==> src/rtl/reset_arbiter.sv <==
module reset_arbiter #(
  parameter int COLD_LEN  = 64,
  parameter int WARM_LEN  = 16,
  parameter int OPT_W     = 4,
  parameter int STALL_BIT = 1
) (
  input  logic             clk,
  input  logic             por_n,
  input  logic             clk_stable,
  input  logic             host_rst_pin,
  input  logic             wdog_req,
  input  logic [1:0]       strap_env,
  input  logic [OPT_W-1:0] strap_opt,
  output logic             full_rst,
  output logic             gen_rst,
  output logic             rst_done,
  output logic             host_rdy,
  output logic             host_if_en,
  output logic [2:0]       env_sel,
  output logic             env_err,
  output logic [OPT_W-1:0] strap_opts
);
  localparam int MAXLEN = (COLD_LEN > WARM_LEN) ? COLD_LEN : WARM_LEN;
  localparam int CW     = $clog2(MAXLEN + 1);
  localparam logic [CW-1:0] COLD_LAST = CW'(COLD_LEN - 1);
  localparam logic [CW-1:0] WARM_LAST = CW'(WARM_LEN - 1);

  typedef enum logic [1:0] {S_RUN, S_COLD, S_WDOG, S_WARM} st_t;

  st_t             st, st_n;
  logic [CW-1:0]   cnt, cnt_n;
  logic [2:0]      sync;
  logic [1:0]      env_q;
  logic [OPT_W-1:0] opt_q;
  logic            host_rise;

  assign host_rise = sync[1] & ~sync[2];

  always_comb begin
    st_n  = st;
    cnt_n = cnt;
    unique case (st)
      S_COLD: if (clk_stable) begin
        if (cnt == COLD_LAST) begin st_n = S_RUN; cnt_n = '0; end
        else cnt_n = cnt + 1'b1;
      end
      S_WDOG: begin
        if (cnt == COLD_LAST) begin st_n = S_RUN; cnt_n = '0; end
        else cnt_n = cnt + 1'b1;
      end
      S_WARM: begin
        if (wdog_req) begin st_n = S_WDOG; cnt_n = '0; end
        else if (cnt == WARM_LAST) begin st_n = S_RUN; cnt_n = '0; end
        else cnt_n = cnt + 1'b1;
      end
      default: begin
        if (wdog_req) begin st_n = S_WDOG; cnt_n = '0; end
        else if (host_rise) begin st_n = S_WARM; cnt_n = '0; end
      end
    endcase
  end

  always_ff @(posedge clk or negedge por_n) begin
    if (!por_n) begin
      st       <= S_COLD;
      cnt      <= '0;
      sync     <= '0;
      env_q    <= '0;
      opt_q    <= '0;
      full_rst <= 1'b1;
      gen_rst  <= 1'b1;
      rst_done <= 1'b0;
    end else begin
      sync     <= {sync[1:0], host_rst_pin};
      st       <= st_n;
      cnt      <= cnt_n;
      full_rst <= (st_n == S_COLD) || (st_n == S_WDOG);
      gen_rst  <= (st_n != S_RUN);
      rst_done <= (st_n == S_RUN);
      if (st == S_COLD) begin
        env_q <= strap_env;
        opt_q <= strap_opt;
      end
    end
  end

  assign host_rdy   = rst_done | opt_q[STALL_BIT];
  assign host_if_en = rst_done & ~sync[1];
  assign env_err    = (env_q == 2'b11);
  assign env_sel    = env_err ? 3'b000 : (3'b001 << env_q);
  assign strap_opts = opt_q;


  full_in_gen_chk: assert property (@(posedge clk) disable iff (!por_n)
    full_rst |-> gen_rst);

  done_excl_chk: assert property (@(posedge clk) disable iff (!por_n)
    rst_done != gen_rst);

  warm_no_full_chk: assert property (@(posedge clk) disable iff (!por_n)
    (st == S_WARM) |-> !full_rst);

  strap_hold_chk: assert property (@(posedge clk) disable iff (!por_n)
    (st != S_COLD) |=> ($stable(opt_q) && $stable(env_q)));

  env_code_chk: assert property (@(posedge clk) disable iff (!por_n)
    $onehot0(env_sel) && (env_err == (env_sel == 3'b000)));

  stall_rdy_chk: assert property (@(posedge clk) disable iff (!por_n)
    (gen_rst && !opt_q[STALL_BIT]) |-> !host_rdy);

  wdog_absorb_chk: assert property (@(posedge clk) disable iff (!por_n)
    (st == S_WDOG && wdog_req && cnt != COLD_LAST) |=> (cnt == $past(cnt) + 1'b1));

  host_if_chk: assert property (@(posedge clk) disable iff (!por_n)
    host_if_en |-> (!gen_rst && !sync[1]));
endmodule

==> config.mk <==
export PLATFORM = sky130hd
export DESIGN_NAME = reset_arbiter
export DESIGN_NICKNAME = d
export VERILOG_FILES = /design/src/rtl/reset_arbiter.sv
export SDC_FILE = /design/constraint.sdc
export NUM_CORES = 1
export LEC_CHECK = 0
export BUFFER_PORTS_ARGS = -buffer_cell sky130_fd_sc_hd__buf_4
export CELL_PAD_IN_SITES_DETAIL_PLACEMENT = 1
export CELL_PAD_IN_SITES_GLOBAL_PLACEMENT = 1
export CORE_ASPECT_RATIO = 0.8
export CORE_MARGIN = 3
export CORE_UTILIZATION = 40
export DETAILED_ROUTE_END_ITERATION = 7
export GPL_TIMING_DRIVEN = 0
export PLACE_DENSITY = 0.78
export REMOVE_ABC_BUFFERS = 1
export SLEW_MARGIN = 25
export SYNTH_ARGS = -nofsm -noshare
export SYNTH_HDL_FRONTEND = slang
export SYNTH_SLANG_ARGS = --single-unit
==> constraint.sdc <==
create_clock -name clk -period 5.2 [get_ports clk]
set_input_delay 0.26 -clock clk [delete_from_list [all_inputs] [get_ports clk]]
set_output_delay 0.26 -clock clk [all_outputs]
set_load 0.1 [all_outputs]
==> flow_summary.toml, run 1 <==
[setup_path]
timing.critical_path.required_ps = 5440
path_max_fanout = 7
crit_start_category = "flop"
cp_data_arrival_time_ps = 2490
worstSetupStartpoint = "st[0]"
critical_path_class = "reg -> reg"
endpoint_kind = "flop"
startpoint_of_the_worst_register_to_register_path = "st[0]"
rr_worst_depth = 6

[cells_and_area]
antenna-diode-count = 0
syn_to_final_growth_pct = 20.7
drive_gt1_share_pct = 32.3
layout.nets = 152
layout.cells.most_common = "sky130_fd_sc_hd__buf_4"
fin_cells = 169
commonest_cells_after_routing_fill_and_taps_aside = "23 x sky130_fd_sc_hd__buf_4, 18 x sky130_fd_sc_hd__dfrtp_1, 13 x sky130_fd_sc_hd__nand2_1, 7 x sky130_fd_sc_hd__ha_1"

[floorplanning]
core.rowCount = 16
io-pin-count = 24
dieHeight_um = 54.1
fp.dieW_um = 66.2
start_util_pct = 44.5
dieArea_sq_um = 3580
core_sq_um = 2600

[grt]
grt.overflow.total = 0
grt_start_max_net_pins = 22
grt_pass1_wl_um = 4970
first_global_vias = 987
antenna_violations_before_repair = 0
global_route.usage.total_pct = 19.1

[clock_tree]
post_cts.resized_instances = 0
h-tree-depth = 1
cts_hold_buf = 1
cts-buffers-inserted = 3
clock_latency_on_the_worst_skew_pair_ps = 320
clock_tree.buffer_depth = 2
root_buffer_master = "sky130_fd_sc_hd__clkbuf_4"
cts_setup_buffers = 0
tritoncts = "built"
cts_num_sinks = 21
cts.reportedPaths.clkPinSlew_ps = 130

[detailed_routing]
drt_wl_total_um = 2910
route.detailed.drc = 0
vias = 942
initialDrtViolationCount = 51
detail-route-antenna-nets = 0
route.detailed.wl_per_inst_um = 17.2
drt_first_pass_iters = 4
detail_route.vias_per_cell = 5.57

[synthesis]
sequential_area_share_after_synthesis_pct = 45.7
yosys_register_bits = 21
postSynthCellCount = 107
synthSimpleGateAreaFrac_pct = 16.6
synth.area.mux_share_pct = 5.83
synthTopCellsByArea = "sky130_fd_sc_hd__dfrtp_1 39%, sky130_fd_sc_hd__ha_1 7.6%, sky130_fd_sc_hd__dfstp_2 6.8%, sky130_fd_sc_hd__mux2_2 5.8%, sky130_fd_sc_hd__nand2_1 4.2%"
synth_largest_area_cell = "sky130_fd_sc_hd__dfrtp_1"
synth-warning-count = 0
synthDominantCellAreaShare_pct = 38.9
primary_ff_master_synth = "sky130_fd_sc_hd__dfrtp_1"
synth_fa_ha_area_share_pct = 7.56
yosysUniqueCellTypes = 40
syn-mean-instance-area_sq_um = 10.8
post_synth_edffs = 0
yosys.area_share.xor_xnor_pct = 0
synth_top_family_by_area = "compound AO/OA/AOI/OAI gates"
share_of_synthesized_registers_carrying_an_async_set_or_reset_pct = 100
compound_gate_portion_of_the_synthesized_area_pct = 20.0
synth_area_sq_um = 1160

[timing]
max-slew-margin-rel_pct = 65.1
rsz0062_at_grt = "false"
drv_slew = 0
min_clock_period_post_route_ps = 2250
hold_viol = 0
worstMarginPinSlew_ps = 521
timing.setup.tns_ps = 0
post-route-period-util_pct = 43.3
fin_worst_skew_ps = 4.95
setup_viol = 0
max_clock_freq_mhz = 444

[placed_design]
dp.final_hpwl_um = 2250
port_buffers = 23
placed_cells = 163
gp_congestion = 0.827

[worst_hold_path]
worst_hold_startpoint = "strap_env[1]"
whs_path_depth = 2
min_delay_path_class = "in -> reg"

[run]
max_cap_viol_count = 0

[status]
status = "completed"
==> worst paths after layout <==
check | slack [ps] | endpoint
worst max-delay path | 2950 | cnt[4]
worst min-delay path | 170 | env_q[1]
worst max register to register | 2950 | cnt[4]
worst min register to register | 360 | sync[1]
max in group asynchronous | 4600 | full_rst
min in group asynchronous | 330 | st[1]
==> sequential cells by signal (all words and copies together), names as in the netlist <==
signal	count
sync	3
strap_opts	4
env_q	2
rst_done	1
st	2
gen_rst	1
cnt	7
full_rst	1
==> metrics by stage <==
stage / util, % / cell area, sq um / worst slack, ps / hold slack (ps)
after floorplan: - / 1130 / 2580 / -35.6
after global placement: 51.8 / 1350 / 3030 / 157
after detailed placement: 51.8 / 1350 / 2950 / 161
after CTS: 53.4 / 1390 / 2940 / 31.2
after global routing: 53.8 / 1400 / 2770 / 136
final: 53.8 / 1400 / 2950 / 168
==> final cells by class <==
| cell class | count | area (sq um) |
|---|---|---|
| clock buffers | 3 | 22.5 |
| clock inverters | 1 | 7.51 |
| fillers | 299 | 1200 |
| inverters | 6 | 22.5 |
| multi-input cells | 77 | 579 |
| flip-flops and latches | 21 | 529 |
| well taps | 36 | 45.0 |
| repair buffers | 25 | 193 |
==> layer usage <==
| metal | global-route usage [%] | part of all wire (%) |
|---|---|---|
| met1 | 22.0 | 40 |
| met2 | 33.9 | 53 |
| met3 | 6.26 | 5.3 |
| met4 | 6.08 | 1.2 |
| met5 | 0 | 0 |
==> worst max-delay path, stage by stage, from the launching register on <==
cell,delay [ps]
sky130_fd_sc_hd__dfstp_2,590
sky130_fd_sc_hd__inv_1,100
sky130_fd_sc_hd__ha_1,310
sky130_fd_sc_hd__nor3b_1,440
sky130_fd_sc_hd__a21boi_2,350
sky130_fd_sc_hd__nor2_1,160
sky130_fd_sc_hd__o211ai_1,210
==> cells in the mapped netlist, drive strengths merged (2+ instances only) <==
| cell type | n |
|---|---|
| nand3 | 4 |
| or2 | 2 |
| a21boi | 3 |
| nor2 | 6 |
| dfrtp | 18 |
| inv | 6 |
| dfstp | 3 |
| buf | 3 |
| ha | 7 |
| o211ai | 5 |
| nand2 | 13 |
| o21ai | 5 |
| mux2 | 6 |
| o311ai | 2 |
| nor2b | 4 |
==> cell families (layout without fill, tap and decap cells) <==
| kind of cell | after synthesis | after routing |
|---|---|---|
| AOI/OAI and AO/OA | 28 | 28 |
| buffers and inverters | 9 | 35 |
| DFF | 21 | 21 |
| and+or+nand+nor | 36 | 36 |
| adders and majority gates | 7 | 7 |
| muxes | 6 | 6 |
Power of run 1 is not shown: default switching activity piles up to over one toggle a cycle in this logic, so the estimate is an artifact.
==> inputs of run 2 (changes only) <==
Settings changed: CORE_UTILIZATION 40 to 37, PLACE_DENSITY 0.78 to 0.76.
Clock period 5.2 ns to 2 ns, I/O delays scaled along.
==> flow_summary.toml, run 2 (synthesis results as in run 1) <==
[setup_path]
cp_data_arrival_time_ps = 2150
path_max_fanout = 5
startpoint_of_the_worst_register_to_register_path = "cnt[0]"
rr_worst_depth = 6
rr_endpoint = "full_rst"
critical_path.endpoint = "full_rst"
endpoint_kind = "flop"
timing.critical_path.required_ps = 2190
worstSetupStartpoint = "cnt[0]"
reg2reg_slack_ps = 40
critical_path_class = "reg -> reg"
crit_start_category = "flop"

[floorplanning]
dieArea_sq_um = 3840
start_util_pct = 40.3
core.rowCount = 17
io-pin-count = 24
dieHeight_um = 56.1
fp.dieW_um = 68.6
core_sq_um = 2870

[detailed_routing]
route.detailed.wl_per_inst_um = 17.0
detail_route.wirelength.met1_um = 1310
detail_route.vias_per_cell = 5.55
detail-route-antenna-nets = 0
dr_wl_met3_um = 78
topRoutingLayerUsed = "met4"
vias = 972
drt_first_pass_iters = 4
drt_wl_total_um = 2970
wl_met2_um = 1560
initialDrtViolationCount = 59
route.detailed.drc = 0

[clock_tree]
cts.reportedPaths.clkPinSlew_ps = 80
clock_latency_on_the_worst_skew_pair_ps = 260
tritoncts = "built"
h-tree-depth = 1
cts-buffers-inserted = 3
clock_tree.buffer_depth = 2
root_buffer_master = "sky130_fd_sc_hd__clkbuf_8"
cts_num_sinks = 21

[grt]
global_route.usage.total_pct = 16.1
grt_pass1_wl_um = 4600
first_global_vias = 954
grt.overflow.total = 0
grt_start_max_net_pins = 22
antenna_violations_before_repair = 0

[timing]
post-route-period-util_pct = 98.2
hold_viol = 0
min_clock_period_post_route_ps = 1960
setup_viol = 0
worstMarginPinSlew_ps = 420
drv_slew = 0
worst_hold_slack_ps = 64.3
max_clock_freq_mhz = 509
max-slew-margin-rel_pct = 72.0
fin_worst_skew_ps = 7.18

[cells_and_area]
largest_register_ffs = 7
drive_gt1_share_pct = 39.4
syn_to_final_growth_pct = 30.9
layout.nets = 156
antenna-diode-count = 0
layout.core_utilization_pct = 52.8
layout.cells.most_common = "sky130_fd_sc_hd__buf_4"
commonest_cells_after_routing_fill_and_taps_aside = "27 x sky130_fd_sc_hd__buf_4, 18 x sky130_fd_sc_hd__dfrtp_1, 13 x sky130_fd_sc_hd__nand2_1, 6 x sky130_fd_sc_hd__nor2_1, 6 x sky130_fd_sc_hd__mux2_2"
biggest_register = "cnt"

[run]
max_cap_viol_count = 0

[placed_design]
gp_congestion = 0.812
port_buffers = 23
dp.final_hpwl_um = 2090

[worst_hold_path]
min_delay_path_class = "in -> reg"

[status]
status = "completed"
-- run 2: changes by cell type in the layout (fill, tap and decap cells not counted), moves of 2 or more --
cell	change
sky130_fd_sc_hd__buf_4	+4
sky130_fd_sc_hd__clkbuf_4	-3
sky130_fd_sc_hd__clkbuf_8	+3
sky130_fd_sc_hd__ha_1	-3
sky130_fd_sc_hd__ha_4	+2
-- run 2: per-layer routing --
layer / vias to the layer above / track usage (%)
met5: - / 0
met4: 0 / 4.25
met3: 2 / 4.65
met2: 13 / 26.4
met1: 506 / 20.3
li1: 451 / -
-- run 2: critical path, stage by stage, from the launching register on --
cell and delay [ps]:
sky130_fd_sc_hd__dfrtp_1 430, sky130_fd_sc_hd__ha_4 160, sky130_fd_sc_hd__and4b_4 280, sky130_fd_sc_hd__nand4_1 150, sky130_fd_sc_hd__a22o_1 300, sky130_fd_sc_hd__a221oi_4 290, sky130_fd_sc_hd__ha_1 280
-- run 2: layout make-up --
class / instances / area, sq um
Sequential cell: 21 / 529
Timing Repair Buffer: 29 / 223
Inverter: 6 / 22.5
Multi-Input combinational cell: 77 / 646
Clock buffer: 3 / 41.3
Fill cell: 317 / 1360
Tap cell: 38 / 47.5
Clock inverter: 1 / 7.51
-- run 2: timing repair --
action                                 CTS  global route
buffers inserted                         1             3
pin swaps                                0             5
hold buffers                             2             0
setup endpoints to repair                9            10
gates resized for setup                  6             6
endpoints found under the hold margin   22             0
-- run 2: worst min-delay path by stage --
stage          slack [ps]         start       end  depth (start not counted)
3_3_place_gp         -0.1         por_n  env_q[0]                          1
6_report               60  strap_env[0]  env_q[0]                          2
5_1_grt                50  strap_env[0]  env_q[0]                          2
2_1_floorplan        -200         por_n    cnt[0]                          0
4_1_cts                60  strap_env[1]  env_q[1]                          2
3_5_place_dp            4         por_n   sync[1]                          1
-- run 2: stage by stage --
step	TNS, ps	setup slack, ps	cells	area, sq um
after floorplan	-456	-456	104	1130
after global placement	-690	-159	165	1350
after detailed placement	-1020	-263	165	1350
after CTS	0	1.01	172	1460
after global routing	-60.8	-44.3	175	1520
final	0	35.9	175	1520
Power of run 2 is left out for the same reason.
